==> config.mk <==
export PLATFORM = sky130hd
export DESIGN_NAME = tick_timer
export DESIGN_NICKNAME = d
export VERILOG_FILES = /design/src/rtl/tmr_pkg.sv /design/src/rtl/tmr_prescale.sv /design/src/rtl/tmr_capture.sv /design/src/rtl/tmr_outgen.sv /design/src/rtl/tick_timer.sv
export SDC_FILE = /design/constraint.sdc
export NUM_CORES = 1
export LEC_CHECK = 0
export BUFFER_PORTS_ARGS = -buffer_cell sky130_fd_sc_hd__buf_2
export CAP_MARGIN = 10
export CORE_ASPECT_RATIO = 2
export CORE_MARGIN = 8
export CORE_UTILIZATION = 48
export DETAILED_ROUTE_END_ITERATION = 12
export PLACE_DENSITY = 0.68
export SYNTH_ARGS = -nofsm -noshare
export SYNTH_HDL_FRONTEND = slang
export SYNTH_SLANG_ARGS = --single-unit
==> constraint.sdc <==
create_clock -name clk -period 5.4 [get_ports clk]
set_input_delay 0.81 -clock clk [delete_from_list [all_inputs] [get_ports clk]]
set_output_delay 0.81 -clock clk [all_outputs]
set_load 0.1 [all_outputs]
==> src/rtl/tmr_pkg.sv <==
package tmr_pkg;
  // word addresses
  localparam int A_CTRL   = 0;
  localparam int A_COUNT  = 1;
  localparam int A_RELOAD = 2;
  localparam int A_TRIG   = 3;
  localparam int A_MATCH  = 4;
  localparam int A_CAPT   = 5;
  localparam int A_STAT   = 6;
  localparam int A_IRQEN  = 7;
  localparam int A_WAKEEN = 8;

  // control word bit positions
  localparam int CTRL_W    = 15;
  localparam int PTV_W     = 3;
  localparam int C_RUN     = 0;
  localparam int C_AUTO    = 1;
  localparam int C_PTV_LO  = 2;
  localparam int C_PRE     = 5;
  localparam int C_CMP     = 6;
  localparam int C_IDLE    = 7;
  localparam int C_EDGE_LO = 8;
  localparam int C_TOGGLE  = 12;
  localparam int C_FIRST   = 13;
  localparam int C_PIN_IN  = 14;
  localparam logic [CTRL_W-1:0] CTRL_MASK = 15'h73FF;

  // status flag positions
  localparam int F_MATCH = 0;
  localparam int F_OVF   = 1;
  localparam int F_CAP   = 2;
  localparam int NFLAG   = 3;

  typedef enum logic [1:0] {
    EDGE_OFF  = 2'b00,
    EDGE_RISE = 2'b01,
    EDGE_FALL = 2'b10,
    EDGE_BOTH = 2'b11
  } edge_sel_e;
endpackage

==> src/rtl/tmr_prescale.sv <==
module tmr_prescale #(
  parameter int PTV_W = 3
) (
  input  logic             clk,
  input  logic             rst,
  input  logic             run,
  input  logic             pre_en,
  input  logic             restart,
  input  logic [PTV_W-1:0] ptv,
  output logic             tick
);
  // largest division is 2^(2^PTV_W)
  localparam int DIV_W = (1 << PTV_W);
  localparam logic [DIV_W-1:0] ONE_D = 1;
  localparam logic [DIV_W:0]   ONE_W = 1;
  localparam logic [PTV_W:0]   ONE_S = 1;

  logic [DIV_W-1:0] div;
  logic [DIV_W:0]   span;
  logic [DIV_W-1:0] lim;
  logic             at_lim;

  assign span   = ONE_W << ({1'b0, ptv} + ONE_S);
  assign lim    = span[DIV_W-1:0] - ONE_D;
  assign at_lim = (div == lim);
  assign tick   = run & (~pre_en | at_lim);

  always_ff @(posedge clk) begin
    if (rst || !run || restart) begin
      div <= '0;
    end else if (pre_en) begin
      div <= at_lim ? '0 : div + ONE_D;
    end
  end
endmodule

==> src/rtl/tmr_capture.sv <==
module tmr_capture
  import tmr_pkg::*;
#(
  parameter int CNT_W = 32
) (
  input  logic             clk,
  input  logic             rst,
  input  logic             pin,
  input  edge_sel_e        esel,
  input  logic             first_only,
  input  logic             held,
  input  logic [CNT_W-1:0] cnt,
  output logic [CNT_W-1:0] cap_val,
  output logic             evt
);
  logic pin_q;
  logic rise;
  logic fall;
  logic take;

  assign rise = pin & ~pin_q;
  assign fall = ~pin & pin_q;

  always_comb begin
    case (esel)
      EDGE_RISE: evt = rise;
      EDGE_FALL: evt = fall;
      EDGE_BOTH: evt = rise | fall;
      default:   evt = 1'b0;
    endcase
  end

  assign take = evt & ~(first_only & held);

  always_ff @(posedge clk) begin
    if (rst) begin
      pin_q   <= 1'b0;
      cap_val <= '0;
    end else begin
      pin_q <= pin;
      if (take) cap_val <= cnt;
    end
  end
endmodule

==> src/rtl/tmr_outgen.sv <==
module tmr_outgen (
  input  logic clk,
  input  logic rst,
  input  logic idle_lvl,
  input  logic toggle_mode,
  input  logic event_in,
  input  logic rearm,
  output logic pin_out
);
  logic phase;
  logic phase_nx;

  always_comb begin
    if (rearm)                        phase_nx = 1'b0;
    else if (toggle_mode && event_in) phase_nx = ~phase;
    else                              phase_nx = phase;
  end

  always_ff @(posedge clk) begin
    if (rst) begin
      phase   <= 1'b0;
      pin_out <= 1'b0;
    end else begin
      phase   <= phase_nx;
      pin_out <= idle_lvl ^ (toggle_mode ? phase_nx : event_in);
    end
  end
endmodule

==> src/rtl/tick_timer.sv <==
module tick_timer
  import tmr_pkg::*;
#(
  parameter int CNT_W  = 32,
  parameter int ADDR_W = 4
) (
  input  logic              clk,
  input  logic              rst,
  input  logic              wr_en,
  input  logic              rd_en,
  input  logic [ADDR_W-1:0] addr,
  input  logic [CNT_W-1:0]  wdata,
  output logic [CNT_W-1:0]  rdata,
  input  logic              cap_pin,
  output logic              tmr_out,
  output logic              tmr_out_en,
  output logic              irq,
  output logic              wake
);
  localparam logic [CNT_W-1:0] CNT_MAX = '1;
  localparam logic [CNT_W-1:0] CNT_ONE = 1;

  logic [CTRL_W-1:0] ctrl;
  logic [CNT_W-1:0]  cnt;
  logic [CNT_W-1:0]  reload;
  logic [CNT_W-1:0]  match_val;
  logic [CNT_W-1:0]  cap_val;
  logic [NFLAG-1:0]  stat;
  logic [NFLAG-1:0]  irq_en;
  logic [NFLAG-1:0]  wake_en;
  logic [NFLAG-1:0]  flag_set;
  logic [NFLAG-1:0]  flag_clr;

  // write decode
  logic wr_ctrl, wr_count, wr_reload, wr_trig, wr_match, wr_stat, wr_irqen, wr_wakeen;
  assign wr_ctrl   = wr_en && (addr == ADDR_W'(A_CTRL));
  assign wr_count  = wr_en && (addr == ADDR_W'(A_COUNT));
  assign wr_reload = wr_en && (addr == ADDR_W'(A_RELOAD));
  assign wr_trig   = wr_en && (addr == ADDR_W'(A_TRIG));
  assign wr_match  = wr_en && (addr == ADDR_W'(A_MATCH));
  assign wr_stat   = wr_en && (addr == ADDR_W'(A_STAT));
  assign wr_irqen  = wr_en && (addr == ADDR_W'(A_IRQEN));
  assign wr_wakeen = wr_en && (addr == ADDR_W'(A_WAKEEN));

  // control fields
  logic             run, auto_rl, pre_en, cmp_en, idle_lvl, toggle_mode, first_only, pin_in;
  logic [PTV_W-1:0] ptv;
  edge_sel_e        esel;
  assign run         = ctrl[C_RUN];
  assign auto_rl     = ctrl[C_AUTO];
  assign ptv         = ctrl[C_PTV_LO +: PTV_W];
  assign pre_en      = ctrl[C_PRE];
  assign cmp_en      = ctrl[C_CMP];
  assign idle_lvl    = ctrl[C_IDLE];
  assign esel        = edge_sel_e'(ctrl[C_EDGE_LO +: 2]);
  assign toggle_mode = ctrl[C_TOGGLE];
  assign first_only  = ctrl[C_FIRST];
  assign pin_in      = ctrl[C_PIN_IN];

  // prescaler
  logic tick;
  tmr_prescale #(.PTV_W(PTV_W)) u_pre (
    .clk     (clk),
    .rst     (rst),
    .run     (run),
    .pre_en  (pre_en),
    .restart (wr_ctrl),
    .ptv     (ptv),
    .tick    (tick)
  );

  // counter
  logic             host_cnt_wr;
  logic             at_max;
  logic [CNT_W-1:0] cnt_inc;
  logic             ovf_evt;
  logic             match_evt;

  assign host_cnt_wr = wr_count | wr_trig;
  assign at_max      = (cnt == CNT_MAX);
  assign cnt_inc     = at_max ? (auto_rl ? reload : '0) : cnt + CNT_ONE;
  assign ovf_evt     = tick & ~host_cnt_wr & at_max;
  assign match_evt   = tick & ~host_cnt_wr & cmp_en & (cnt_inc == match_val);

  always_ff @(posedge clk) begin
    if (rst)           cnt <= '0;
    else if (wr_count) cnt <= wdata;
    else if (wr_trig)  cnt <= reload;
    else if (tick)     cnt <= cnt_inc;
  end

  // capture
  logic cap_evt;
  tmr_capture #(.CNT_W(CNT_W)) u_cap (
    .clk        (clk),
    .rst        (rst),
    .pin        (cap_pin),
    .esel       (esel),
    .first_only (first_only),
    .held       (stat[F_CAP]),
    .cnt        (cnt),
    .cap_val    (cap_val),
    .evt        (cap_evt)
  );

  // status flags: set has priority over write-one clear
  assign flag_set[F_MATCH] = match_evt;
  assign flag_set[F_OVF]   = ovf_evt;
  assign flag_set[F_CAP]   = cap_evt;
  assign flag_clr          = wr_stat ? wdata[NFLAG-1:0] : '0;

  for (genvar g = 0; g < NFLAG; g++) begin : g_flag
    always_ff @(posedge clk) begin
      if (rst) stat[g] <= 1'b0;
      else     stat[g] <= flag_set[g] | (stat[g] & ~flag_clr[g]);
    end
  end

  // output pin
  tmr_outgen u_out (
    .clk         (clk),
    .rst         (rst),
    .idle_lvl    (idle_lvl),
    .toggle_mode (toggle_mode),
    .event_in    (ovf_evt | match_evt),
    .rearm       (wr_trig),
    .pin_out     (tmr_out)
  );

  // configuration registers and registered outputs
  always_ff @(posedge clk) begin
    if (rst) begin
      ctrl       <= '0;
      reload     <= '0;
      match_val  <= '0;
      irq_en     <= '0;
      wake_en    <= '0;
      irq        <= 1'b0;
      wake       <= 1'b0;
      tmr_out_en <= 1'b1;
    end else begin
      if (wr_ctrl)   ctrl      <= wdata[CTRL_W-1:0] & CTRL_MASK;
      if (wr_reload) reload    <= wdata;
      if (wr_match)  match_val <= wdata;
      if (wr_irqen)  irq_en    <= wdata[NFLAG-1:0];
      if (wr_wakeen) wake_en   <= wdata[NFLAG-1:0];
      irq        <= |(stat & irq_en);
      wake       <= |(stat & wake_en);
      tmr_out_en <= ~pin_in;
    end
  end

  // read port
  always_ff @(posedge clk) begin
    if (rst) begin
      rdata <= '0;
    end else if (rd_en) begin
      case (addr)
        ADDR_W'(A_CTRL):   rdata <= CNT_W'(ctrl);
        ADDR_W'(A_COUNT):  rdata <= cnt;
        ADDR_W'(A_RELOAD): rdata <= reload;
        ADDR_W'(A_MATCH):  rdata <= match_val;
        ADDR_W'(A_CAPT):   rdata <= cap_val;
        ADDR_W'(A_STAT):   rdata <= CNT_W'(stat);
        ADDR_W'(A_IRQEN):  rdata <= CNT_W'(irq_en);
        ADDR_W'(A_WAKEEN): rdata <= CNT_W'(wake_en);
        default:           rdata <= '0;
      endcase
    end
  end
endmodule

==> results.md <==
- Clock power share: 0.440
- Crit. End Element: register
- CTS Buf Count: 17
- Final worst path period share: 0.750
- Placed insts: 1664
- Worst clock skew: 0.00763 ns
- GR Util All Layers: 0.284
- Ratio of cells with drive above 1 in the final layout: 0.125
- Setup TNS: 0 ns
- Total grt overflow: 0
- NetSw: 726 uW
- CTS clk-pin slew, worst paths: 0.07 ns
- Layout area overhead: 8.46%
- ANT cells: 0
- Max Slew Vio Count: 0
- # hold bufs at CTS: 0
- DR vias: 10700
- Syn nets: 1463
- Fmax: 247 MHz
- Fin. Hold Viols: 0
- Gate power share: 0.058
- WL final: 38600 um
- WS Path Type: reg2reg
- Worst-case clock buffer depth: 2
- Worst Path Required: 5.75 ns
- Non-Filler Instances: 1695
- Worst Path Buf+Inv: 0
- CTS tree: yes
- Global-route wire length before repair: 59900 um
- Ports: 77
- CTS Sinks: 196
- Dpl hpwl: 27400 um
- # setup viols final: 0
- FILL cells: 2193
- Final net count: 1453
- Avg Vias per Cell: 6.29
- Cts repair resizes: 0
- Arrival @ worst endpoint: 4.39 ns
- Initial antenna violation count: 0
- Relative slew slack: 0.150
- Synth Area per Inst: 7.54 sq um
- Sequential share of the synthesized area: 0.367
- Clock latency at the later pin of the worst-skew pair: 0.46 ns
- IO Port Bufs: 76
- Cell variety after synth: 85
- Design internal power: 2200 uW
- Global placement routability congestion: 1.04
- Startpoint Class: register
- Worst Min Path Start: ctrl[14]$_SDFFE_PP0P_
- Number of max-cap violations: 0
- Vias in the first global route: 10700
- Largest net degree at the start of global routing: 75
- Post-CTS Setup Bufs: 0
- Worst setup path start: cnt[0]$_SDFFE_PP0P_
- Initial Util: 0.486
- Top delay family on crit path: simple AND/OR/NAND/NOR gates
- Static Leak: 0.00391 uW
- Die Y: 227 um
- Drt first pass iters: 6
- Die Footprint: 27600 sq um
- Root Buffer: clkbuf_16
- Slowest cell on crit path: and3_1
- Maximum VDD drop: 0.000206 V
- Syn Std Cell Area: 10700 sq um
- Pwr dens: 253 nW/um^2
- Synth Warn #: 0
- Routed length per instance: 22.8 um
- Mapped Cells: 1417
- Critical Path Fanout Max: 14
- Synth Flop Type: dfxtp_1
- Residual DRC: 0
- Worst slew pin tran: 1.27 ns
- Reg power frac: 0.502
- Outcome: complete, no violations
- Worst path cell trace: ha_1 -> nand4_4 -> nor3_1 -> and3_1 -> a21oi_1 -> xor2_1 -> nand4_1 -> nor4_4 -> nand4b_1 -> a22oi_1 -> a31oi_1 -> mux2_1
- Iteration-0 DRC Markers: 931
- #FFs+latches synth: 196
- Hold Path Class: reg2reg
- Switching share of power: 0.248
- Cell row count: 77
- Max stage delay on crit path: 0.74 ns
- EDFF count, synth: 0
- RSZ-0062 raised after global routing: no
- Clock period minus worst slack: 4.05 ns
- CTS H-tree lvls: 4
- Post-route ant nets: 0
- Placeable core area: 22000 sq um
- Worst hold slack: 0.434 ns
- Ys async rst share: 0
- Reg2Reg Launch Point: cnt[0]$_SDFFE_PP0P_
- Die width: 121 um
[cells in the final DEF, fill, tap and decap left out, types with 6 or more instances in the layout]
cell | Yosys | final
buf_4 | 1 | 20
xor2_1 | 31 | 31
mux2i_1 | 11 | 11
a31oi_1 | 10 | 10
o21ai_0 | 12 | 12
buf_2 | 12 | 75
nor4_1 | 7 | 6
and3_1 | 11 | 11
dfxtp_1 | 196 | 196
a211oi_1 | 14 | 14
and2_1 | 6 | 6
nand3_1 | 21 | 21
clkbuf_16 | 0 | 17
inv_1 | 16 | 16
a21oi_1 | 232 | 231
nand2_1 | 271 | 270
a221oi_1 | 25 | 25
a222oi_1 | 12 | 12
a22oi_1 | 59 | 59
nor3_1 | 39 | 36
xnor2_1 | 32 | 32
nand4_1 | 24 | 24
nand2b_1 | 6 | 6
nor2_1 | 147 | 143
[through the flow]
| step | worst slack [ns] | cell area, sq um | util | total power, uW |
|---|---|---|---|---|
| after floorplan | 2.19 | 10700 | - | 1600 |
| after global placement | 1.31 | 11000 | 0.501 | 1670 |
| after detailed placement | 1.38 | 11000 | 0.501 | 1670 |
| after CTS | 1.34 | 11600 | 0.527 | 2940 |
| after global routing | 1.10 | 11600 | 0.527 | 3010 |
| final | 1.35 | 11600 | 0.527 | 2930 |
[final timing paths]
kind	slack [ns]	to	cells after the start
worst min-delay path	0.43	tmr_out_en$_SDFF_PP1_	1
worst max-delay path	1.35	u_out.pin_out$_SDFF_PP0_	12
worst min register to register	0.43	tmr_out_en$_SDFF_PP1_	1
worst max register to register	1.35	u_out.pin_out$_SDFF_PP0_	12
[state kept, by name, indices dropped and copies added, names as in the netlist, 8 cells and up]
register       flops
match_val         32
ctrl              13
rdata             32
cnt               32
u_pre.div          8
reload            32
u_cap.cap_val     32
[cells in the mapped netlist, types with 4 or more instances]
cell type | n | share of area
nand2b_1 | 6 | 0.0035
and4_1 | 5 | 0.0041
o221ai_1 | 4 | 0.0033
a21oi_1 | 232 | 0.11
nor2_1 | 147 | 0.052
nor4_2 | 4 | 0.0047
mux2i_1 | 11 | 0.010
buf_6 | 10 | 0.011
xnor2_1 | 32 | 0.026
nor4_1 | 7 | 0.0041
nor3_1 | 39 | 0.018
inv_1 | 16 | 0.0056
nor3b_1 | 4 | 0.0028
a31oi_1 | 10 | 0.0059
and3_1 | 11 | 0.0064
clkbuf_8 | 5 | 0.0064
nor2b_1 | 4 | 0.0023
a222oi_1 | 12 | 0.011
clkbuf_1 | 91 | 0.032
nand3_1 | 21 | 0.0098
a22oi_1 | 59 | 0.041
a211oi_1 | 14 | 0.0098
a21boi_0 | 4 | 0.0028
or3_1 | 5 | 0.0029
buf_1 | 6 | 0.0021
buf_2 | 12 | 0.0056
nand2_1 | 271 | 0.095
dfxtp_1 | 196 | 0.37
xor2_1 | 31 | 0.025
and2_1 | 6 | 0.0035
nand4_2 | 5 | 0.0059
o21ai_0 | 12 | 0.0056
ha_1 | 5 | 0.0059
nand4_1 | 24 | 0.014
a221oi_1 | 25 | 0.020
[worst register-to-register path, cell delays in order, from the launching register on]
cell and delay, ns:
dfxtp_1 0.46, ha_1 0.30, nand4_4 0.19, nor3_1 0.46, and3_1 0.74, a21oi_1 0.18, xor2_1 0.28, nand4_1 0.19
nor4_4 0.30, nand4b_1 0.21, a22oi_1 0.22, a31oi_1 0.08, mux2_1 0.33
[logic make-up after synthesis]
kind of cell,count (synthesis),share of synthesized area
compound gates,407,0.239
xor+xnor,64,0.0532
fa+ha+maj,5,0.00586
buf+inv,141,0.0630
flops,196,0.367
mux,13,0.0124
other cells,1,0.000351
simple gates,590,0.259
[layer usage]
layer	track usage	share of wire	vias to the layer above
li1	-	-	4983
met1	0.288	0.36	5080
met2	0.515	0.53	439
met3	0.0335	0.047	156
met4	0.219	0.070	0
met5	0	0	-
[final cells by class]
| class | instances | area [sq um] | share of cell area |
|---|---|---|---|
| inverter | 16 | 60.1 | 0.00518 |
| clock buffer | 19 | 453 | 0.0391 |
| clock inverter | 12 | 129 | 0.0111 |
| sequential | 196 | 3920 | 0.339 |
| timing repair buffer | 96 | 537 | 0.0463 |
| multi-input combinational | 1080 | 6140 | 0.530 |
| tap | 276 | 345 | 0.0298 |
[power groups by stage]
stage,registers (uW),logic (uW),clock network (uW)
2_1_floorplan,1500,99.6,0
6_report,1470,170,1290
5_1_grt,1470,182,1350
4_1_cts,1470,168,1300
3_5_place_dp,1500,167,0
3_3_place_gp,1500,166,0
No activity file was read; power rests on OpenSTA's default activity.
